--- config.mk ---
export PLATFORM = sky130hd
export DESIGN_NAME = sk_keypoint_det
export DESIGN_NICKNAME = d
export VERILOG_FILES = /design/src/rtl/sk_pkg.sv /design/src/rtl/sk_rastpos.sv /design/src/rtl/sk_win3.sv /design/src/rtl/sk_extremum.sv /design/src/rtl/sk_edge_test.sv /design/src/rtl/sk_keypoint_det.sv
export SDC_FILE = /design/constraint.sdc
export NUM_CORES = 2
export LEC_CHECK = 0
export BUFFER_PORTS_ARGS = -buffer_cell sky130_fd_sc_hd__buf_2
export CORE_MARGIN = 1
export CORE_UTILIZATION = 60
export CTS_BUF_LIST = sky130_fd_sc_hd__clkbuf_8
export DETAILED_ROUTE_END_ITERATION = 12
export HOLD_SLACK_MARGIN = 0.12
export PLACE_DENSITY = 0.76
export SLEW_MARGIN = 25
export SYNTH_ARGS = -nofsm -noshare
export SYNTH_HDL_FRONTEND = slang
export SYNTH_SLANG_ARGS = --single-unit
--- constraint.sdc ---
create_clock -name clk -period 14.55 [get_ports clk]
set_clock_uncertainty 0.15 [all_clocks]
set_input_delay 1.455 -clock clk [delete_from_list [all_inputs] [get_ports clk]]
set_output_delay 1.455 -clock clk [all_outputs]
set_load 0.01 [all_outputs]
--- src/rtl/sk_pkg.sv ---
// Shared constants for the keypoint detector: layer numbering and window
// geometry. The 3x3 window is stored row-major, row 0 = oldest line (top),
// column 0 = oldest sample (left), so index 4 is the centre.
package sk_pkg;
    localparam int WIN_N  = 9;
    localparam int CTR    = 4;
    localparam int LAY_LO  = 0;
    localparam int LAY_MID = 1;
    localparam int LAY_HI  = 2;
    localparam int N_LAY   = 3;
endpackage

--- src/rtl/sk_rastpos.sv ---
// Raster position tracker. Counts accepted samples into column/row,
// re-anchors on the start-of-frame marker and produces the stage-A
// qualifier and centre coordinates for the window that the current sample
// completes. Assumes exactly IMG_W samples per line.
module sk_rastpos #(
    parameter int IMG_W = 32,
    parameter int IMG_H = 24
) (
    input  logic                       clk,
    input  logic                       rst_n,
    input  logic                       in_valid,
    input  logic                       in_sof,
    output logic [$clog2(IMG_W)-1:0]   pix_x,
    output logic                       a_valid,
    output logic [$clog2(IMG_W)-1:0]   a_x,
    output logic [$clog2(IMG_H)-1:0]   a_y
);
    localparam int XW = $clog2(IMG_W);
    localparam int YW = $clog2(IMG_H);

    logic [XW-1:0] x_cnt, cur_x;
    logic [YW-1:0] y_cnt, cur_y;

    // Position of the sample on the inputs now (start-of-frame overrides).
    always_comb begin
        cur_x = in_sof ? '0 : x_cnt;
        cur_y = in_sof ? '0 : y_cnt;
    end

    assign pix_x = cur_x;

    // Advance the raster counters on each accepted sample.
    always_ff @(posedge clk) begin
        if (!rst_n) begin
            x_cnt <= '0;
            y_cnt <= '0;
        end else if (in_valid) begin
            if (cur_x == XW'(IMG_W - 1)) begin
                x_cnt <= '0;
                y_cnt <= (cur_y == YW'(IMG_H - 1)) ? '0 : cur_y + YW'(1);
            end else begin
                x_cnt <= cur_x + XW'(1);
                y_cnt <= cur_y;
            end
        end
    end

    // Stage A: qualify windows whose centre lies off the frame border.
    always_ff @(posedge clk) begin
        if (!rst_n) begin
            a_valid <= 1'b0;
            a_x     <= '0;
            a_y     <= '0;
        end else begin
            a_valid <= in_valid && (cur_x >= XW'(2)) && (cur_y >= YW'(2));
            if (in_valid) begin
                a_x <= cur_x - XW'(1);
                a_y <= cur_y - YW'(1);
            end
        end
    end

    AST_COL_RANGE: assert property (@(posedge clk) disable iff (!rst_n) int'(x_cnt) < IMG_W);
    AST_STALL: assert property (@(posedge clk) disable iff (!rst_n) a_valid |-> $past(in_valid));
endmodule

--- src/rtl/sk_win3.sv ---
// 3x3 neighbourhood generator for one layer. Two line delays hold the two
// previous rows; a shift window takes one new column per accepted sample.
// Assumes the caller supplies the column index of the incoming sample.
// Line memories carry no reset: every location is written before use.
module sk_win3
    import sk_pkg::*;
#(
    parameter int DW    = 10,
    parameter int IMG_W = 32
) (
    input  logic                            clk,
    input  logic                            rst_n,
    input  logic                            adv,
    input  logic [$clog2(IMG_W)-1:0]        col,
    input  logic [DW-1:0]                   din,
    output logic [WIN_N-1:0][DW-1:0]        win
);
    logic [DW-1:0] line1 [IMG_W];
    logic [DW-1:0] line2 [IMG_W];
    logic [2:0][DW-1:0] tap;

    // Vertical taps for the current column: two rows back, one back, now.
    always_comb begin
        tap[0] = line2[col];
        tap[1] = line1[col];
        tap[2] = din;
    end

    // Line delays: push the column down one row on each accepted sample.
    always_ff @(posedge clk) begin
        if (adv) begin
            line2[col] <= line1[col];
            line1[col] <= din;
        end
    end

    // Shift window: newest column enters on the right.
    always_ff @(posedge clk) begin
        if (!rst_n) begin
            win <= '0;
        end else if (adv) begin
            for (int r = 0; r < 3; r++) begin
                win[r*3+2] <= tap[r];
                win[r*3+1] <= win[r*3+2];
                win[r*3+0] <= win[r*3+1];
            end
        end
    end
endmodule

--- src/rtl/sk_extremum.sv ---
// Strict 26-neighbour extremum test on the middle-layer centre against the
// full lower and upper windows and the 8 middle-layer neighbours.
// Purely combinational; assumes all windows describe the same position.
module sk_extremum
    import sk_pkg::*;
#(
    parameter int DW = 10
) (
    input  logic [WIN_N-1:0][DW-1:0] lo,
    input  logic [WIN_N-1:0][DW-1:0] mid,
    input  logic [WIN_N-1:0][DW-1:0] hi,
    output logic                     is_ext
);
    logic signed [DW-1:0] c;
    logic gt, lt;

    // Clear the max/min candidates on any neighbour that is not strictly beaten.
    always_comb begin
        c  = $signed(mid[CTR]);
        gt = 1'b1;
        lt = 1'b1;
        for (int k = 0; k < WIN_N; k++) begin
            if (c <= $signed(lo[k])) gt = 1'b0;
            if (c >= $signed(lo[k])) lt = 1'b0;
            if (c <= $signed(hi[k])) gt = 1'b0;
            if (c >= $signed(hi[k])) lt = 1'b0;
            if (k != CTR) begin
                if (c <= $signed(mid[k])) gt = 1'b0;
                if (c >= $signed(mid[k])) lt = 1'b0;
            end
        end
        is_ext = gt | lt;
    end
endmodule

--- src/rtl/sk_edge_test.sv ---
// Integer curvature-ratio test. Takes the second differences dxx, dyy and
// the four-times-scaled cross difference q; with P = 16*dxx*dyy - q*q and
// T = dxx + dyy it passes when P > 0 and 16*R*T^2 < (R+1)^2*P. Exact, no
// division. Combinational; the internal width covers the worst case.
module sk_edge_test #(
    parameter int DW     = 10,
    parameter int EDGE_R = 10
) (
    input  logic signed [DW+1:0] dxx,
    input  logic signed [DW+1:0] dyy,
    input  logic signed [DW+1:0] q,
    output logic                 pass
);
    localparam int PW = 2*DW + 16;
    localparam logic signed [PW-1:0] K_TR  = PW'(16 * EDGE_R);
    localparam logic signed [PW-1:0] K_DET = PW'((EDGE_R + 1) * (EDGE_R + 1));

    logic signed [PW-1:0] tr, det16, lhs, rhs;

    // Trace, scaled determinant and both sides of the ratio inequality.
    always_comb begin
        tr    = PW'(dxx) + PW'(dyy);
        det16 = ((PW'(dxx) * PW'(dyy)) <<< 4) - (PW'(q) * PW'(q));
        lhs   = tr * tr * K_TR;
        rhs   = det16 * K_DET;
        pass  = !det16[PW-1] && (det16 != '0) && (lhs < rhs);
    end
endmodule

--- src/rtl/sk_keypoint_det.sv ---
// Scale-space keypoint detector. Three signed layer samples per accepted
// cycle, raster order. Per-layer 3x3 windows feed a two-stage pipeline:
// stage B registers extremum, contrast and the finite differences; stage C
// applies the curvature test and registers the result with its centre
// position. Assumes frames of exactly IMG_W x IMG_H samples.
module sk_keypoint_det
    import sk_pkg::*;
#(
    parameter int IMG_W  = 32,
    parameter int IMG_H  = 24,
    parameter int DW     = 10,
    parameter int EDGE_R = 10
) (
    input  logic                       clk,
    input  logic                       rst_n,
    input  logic                       in_valid,
    input  logic                       in_sof,
    input  logic signed [DW-1:0]       in_dog_lo,
    input  logic signed [DW-1:0]       in_dog_mid,
    input  logic signed [DW-1:0]       in_dog_hi,
    input  logic [DW-1:0]              contrast_min,
    output logic                       out_valid,
    output logic                       out_key,
    output logic [$clog2(IMG_W)-1:0]   out_x,
    output logic [$clog2(IMG_H)-1:0]   out_y
);
    localparam int XW = $clog2(IMG_W);
    localparam int YW = $clog2(IMG_H);
    localparam int EW = DW + 2;

    logic [XW-1:0] pix_x, a_x, b_x;
    logic [YW-1:0] a_y, b_y;
    logic          a_valid, b_valid;
    logic [N_LAY-1:0][DW-1:0]            din_l;
    logic [N_LAY-1:0][WIN_N-1:0][DW-1:0] wins;

    logic                 ext_c, con_c, edge_ok;
    logic signed [EW-1:0] dxx_c, dyy_c, q_c, ctr_e;
    logic [EW-1:0]        ctr_abs;
    logic                 b_ext, b_con;
    logic signed [EW-1:0] b_dxx, b_dyy, b_q;

    assign din_l = {in_dog_hi, in_dog_mid, in_dog_lo};

    sk_rastpos #(.IMG_W(IMG_W), .IMG_H(IMG_H)) u_pos (
        .clk(clk), .rst_n(rst_n), .in_valid(in_valid), .in_sof(in_sof),
        .pix_x(pix_x), .a_valid(a_valid), .a_x(a_x), .a_y(a_y)
    );

    for (genvar g = 0; g < N_LAY; g++) begin : g_layer
        sk_win3 #(.DW(DW), .IMG_W(IMG_W)) u_win (
            .clk(clk), .rst_n(rst_n), .adv(in_valid), .col(pix_x),
            .din(din_l[g]), .win(wins[g])
        );
    end

    sk_extremum #(.DW(DW)) u_ext (
        .lo(wins[LAY_LO]), .mid(wins[LAY_MID]), .hi(wins[LAY_HI]), .is_ext(ext_c)
    );

    // Finite differences and contrast magnitude on the middle window.
    always_comb begin
        ctr_e   = EW'($signed(wins[LAY_MID][CTR]));
        dxx_c   = EW'($signed(wins[LAY_MID][3])) + EW'($signed(wins[LAY_MID][5])) - (ctr_e <<< 1);
        dyy_c   = EW'($signed(wins[LAY_MID][1])) + EW'($signed(wins[LAY_MID][7])) - (ctr_e <<< 1);
        q_c     = EW'($signed(wins[LAY_MID][8])) - EW'($signed(wins[LAY_MID][6]))
                - EW'($signed(wins[LAY_MID][2])) + EW'($signed(wins[LAY_MID][0]));
        ctr_abs = ctr_e[EW-1] ? EW'(-ctr_e) : EW'(ctr_e);
        con_c   = ctr_abs >= EW'(contrast_min);
    end

    // Stage B: register the parallel tests and the curvature terms.
    always_ff @(posedge clk) begin
        if (!rst_n) begin
            b_valid <= 1'b0;
            b_x     <= '0;
            b_y     <= '0;
            b_ext   <= 1'b0;
            b_con   <= 1'b0;
            b_dxx   <= '0;
            b_dyy   <= '0;
            b_q     <= '0;
        end else begin
            b_valid <= a_valid;
            b_x     <= a_x;
            b_y     <= a_y;
            b_ext   <= ext_c;
            b_con   <= con_c;
            b_dxx   <= dxx_c;
            b_dyy   <= dyy_c;
            b_q     <= q_c;
        end
    end

    sk_edge_test #(.DW(DW), .EDGE_R(EDGE_R)) u_edge (
        .dxx(b_dxx), .dyy(b_dyy), .q(b_q), .pass(edge_ok)
    );

    // Stage C: combine the three verdicts and present the result.
    always_ff @(posedge clk) begin
        if (!rst_n) begin
            out_valid <= 1'b0;
            out_key   <= 1'b0;
            out_x     <= '0;
            out_y     <= '0;
        end else begin
            out_valid <= b_valid;
            out_key   <= b_valid && b_ext && b_con && edge_ok;
            out_x     <= b_x;
            out_y     <= b_y;
        end
    end

    AST_KEY_QUAL: assert property (@(posedge clk) disable iff (!rst_n) out_key |-> out_valid);
    AST_BORDER: assert property (@(posedge clk) disable iff (!rst_n) out_valid |-> (int'(out_x) >= 1 && int'(out_x) <= IMG_W-2 && int'(out_y) >= 1 && int'(out_y) <= IMG_H-2));
    AST_LATENCY: assert property (@(posedge clk) disable iff (!rst_n) out_valid |-> $past(in_valid, 3));
    AST_EXT_GATE: assert property (@(posedge clk) disable iff (!rst_n) out_key |-> $past(b_ext));
    AST_CON_GATE: assert property (@(posedge clk) disable iff (!rst_n) out_key |-> $past(b_con));
endmodule

==> flow_summary.yaml <==
run_status:
  status: "finished clean"
sta:
  relSlewSlack_pct: 20.1
  grt_setup_unrepaired: "false"
  hold-worst-slack_ns: 0.275
  finalSetupViolations: 0
  fin_tns_setup_ns: 0
  tightest_slew_ns: 1.20
  post-route-period-util_pct: 89.7
  fmax_ghz: 0.0766
  slew_violations: 0
  hold_viol: 0
  min_period_ns: 13.06
min_path:
  worstHoldStart: "b_y[0]"
  worst_hold_path.num_cells: 1
  hold_path_end: "out_y[0]"
  hold_class: "reg -> reg"
setup_path:
  required_ns: 15.32
  r2r_slack_ns: 1.49
  end_kind: "register"
  worst_path_most_repeated_cell: "fa_1"
  crit_buf_inv: 4
  timing.rr.end: "out_key"
  crit_family: "adder cells"
  timing.rr.start: "b_q[0]"
  critPathMaxFanout: 19
  cp-start-kind: "register"
  reg2reg_depth: 48
  cp_slowest_stage_delay_ns: 0.75
  slowest_stage: "dfxtp_1"
  cp_data_arrival_time_ns: 13.82
  critical_path_class: "reg -> reg"
  crit_start: "b_q[0]"
placed_design:
  place.gp.congestion: 0.889
  io_buffers: 55
  place_hpwl_microns: 194000
synthesis:
  post_synth_num_cell_types: 90
  synth_edf_count: 1920
  synth.cell_area_sq_um: 121000
  synth_top_area_share_pct: 47.7
  ys_ff_latch: 2272
  synth.area.top_cells: "edfxtp_1, fa_1, ha_1, dfxtp_1, inv_1"
  ys_warn_count: 0
  dominantRegCellSynth: "edfxtp_1"
  syn-instance-count: 9538
  synth_nets: 10900
  yosysTopAreaCell: "edfxtp_1"
  async_reset_ff_share_pct: 0
  yosysSeqAreaShare_pct: 53.6
  syn_avg_cell_area_sq_um: 12.7
  synthTopCellsByCount: "edfxtp_1, inv_1, nand2_1, ha_1, fa_1"
  yosysMostFrequentCell: "edfxtp_1"
die:
  io_pins: 56
  die_y_microns: 451
  fp.coreArea_sq_um: 200000
  rows: 164
  die_area_sq_um: 203000
  fp.dieW_microns: 451
  initial_core_util_pct: 60.4
clocking:
  root_buffer: "clkbuf_8"
  cts.sinks: 2272
  cts_buffers: 364
  ctsHtreeMaxLevel: 5
  cts_setup_buffers: 0
  cts_tree: "yes"
  cts_hold_buf: 0
  ctsLongestPathBuffers: 4
  insertion_delay_ns: 1.10
  clk_pin_slew_worst_paths_ns: 0.07
  cts_resized: 0
drt:
  ant_nets: 0
  via_per_inst: 6.15
  drt_pass1_iterations: 6
  drtIter0Drc: 7606
  drc: 0
  vias: 77600
  drt-wirelength-per-cell_microns: 24.7
  drt-total-wl_microns: 311000
grt:
  grt.overflow.total: 0
  grt_pass1_vias: 78800
  grt_max_degree: 153
  track_usage_pct: 30.6
  antenna_found_initial: 11
  grt_pass1_wl_microns: 469000
finish:
  fin_nets: 11000
  area_delta_synth_final_pct: 8.53
  drive_gt1_share_pct: 9.81
  nFillCells: 14300
job:
  timing.max_cap.violations: 0
==> kinds of logic after synthesis <==
family / after synthesis / synth area share (%)
xor+xnor: 211 / 1.53
compound gates: 1495 / 8.49
fa+ha+maj: 1272 / 16.5
buf+inv: 1525 / 4.75
simple gates: 2191 / 8.86
mux: 570 / 6.31
other cells: 2 / 0.00622
flops: 2272 / 53.6
==> metal layers <==
metal	share of wire (%)	GRT usage, %	vias to the layer above	wire (microns)
li1	-	-	34400	-
met4	5.1	14.6	4	15900
met2	48	51.2	4044	151000
met3	9.6	5.51	874	29900
met5	0.0087	0	-	27
met1	37	38.5	38300	115000
==> layout make-up <==
class	count	area, sq um	area share, %
well taps	2656	3320	2.53
multi-input cells	5741	50700	38.7
inverters	1103	4160	3.17
clock inverters	236	1120	0.858
clock buffers	401	5520	4.21
flip-flops and latches	2272	64700	49.4
diodes	6	15.0	0.0115
repair buffers	213	1560	1.19
==> worst max-delay path by stage <==
stage / to / slack (ns) / depth (start not counted)
6_report: out_key / 1.49 / 48
5_1_grt: out_key / 0.55 / 48
4_1_cts: out_key / 1.42 / 48
3_5_place_dp: out_key / 1.46 / 48
3_3_place_gp: out_key / 1.69 / 48
2_1_floorplan: out_key / 3.03 / 49
==> sequential cells by signal, indices dropped and copies added, names as in the netlist, 5 cells and up <==
| name | flops |
|---|---|
| u_pos.x_cnt | 5 |
| g_layer.u_win.win | 270 |
| b_dxx | 12 |
| b_dyy | 12 |
| out_x | 5 |
| b_q | 12 |
| b_x | 5 |
| g_layer.u_win.line1 | 960 |
| u_pos.y_cnt | 5 |
| out_y | 5 |
| u_pos.a_x | 5 |
| g_layer.u_win.line2 | 960 |
| b_y | 5 |
| u_pos.a_y | 5 |
==> stage by stage <==
step	area, sq um	util (%)	instances	setup WS, ns
3_3_place_gp	124000	62.2	12000	1.69
2_1_floorplan	121000	-	9538	3.03
3_5_place_dp	124000	62.3	12000	1.46
4_1_cts	131000	65.6	12600	1.42
6_report	131000	65.6	12600	1.49
5_1_grt	131000	65.6	12600	0.548
==> worst reg2reg max path, delay by kind of cell, from the launching register on <==
family	cells	cell delay, ns
buffers and inverters	4	0.20
and+or+nand+nor	11	1.80
adders and majority gates	13	5.38
DFF	1	0.75
AOI/OAI and AO/OA	16	3.43
muxes	1	0.14
xor gates and xnor gates	3	1.06
==> cells in the final DEF, fill, tap and decap left out, types with 147 or more instances in the layout <==
| master | n |
|---|---|
| ha_1 | 735 |
| mux2i_1 | 389 |
| and2_1 | 147 |
| inv_1 | 1224 |
| a311oi_1 | 150 |
| nand2_1 | 927 |
| dfxtp_1 | 341 |
| buf_4 | 150 |
| nor2_1 | 203 |
| edfxtp_1 | 1920 |
| xnor2_1 | 147 |
| mux4_2 | 150 |
| fa_1 | 535 |
| a211oi_1 | 218 |
| a21oi_1 | 281 |
| o21ai_0 | 265 |
| nor2b_1 | 440 |
| clkbuf_8 | 401 |
Power is not shown: default switching activity piles up to over one toggle a cycle in this logic, so the estimate is an artifact.
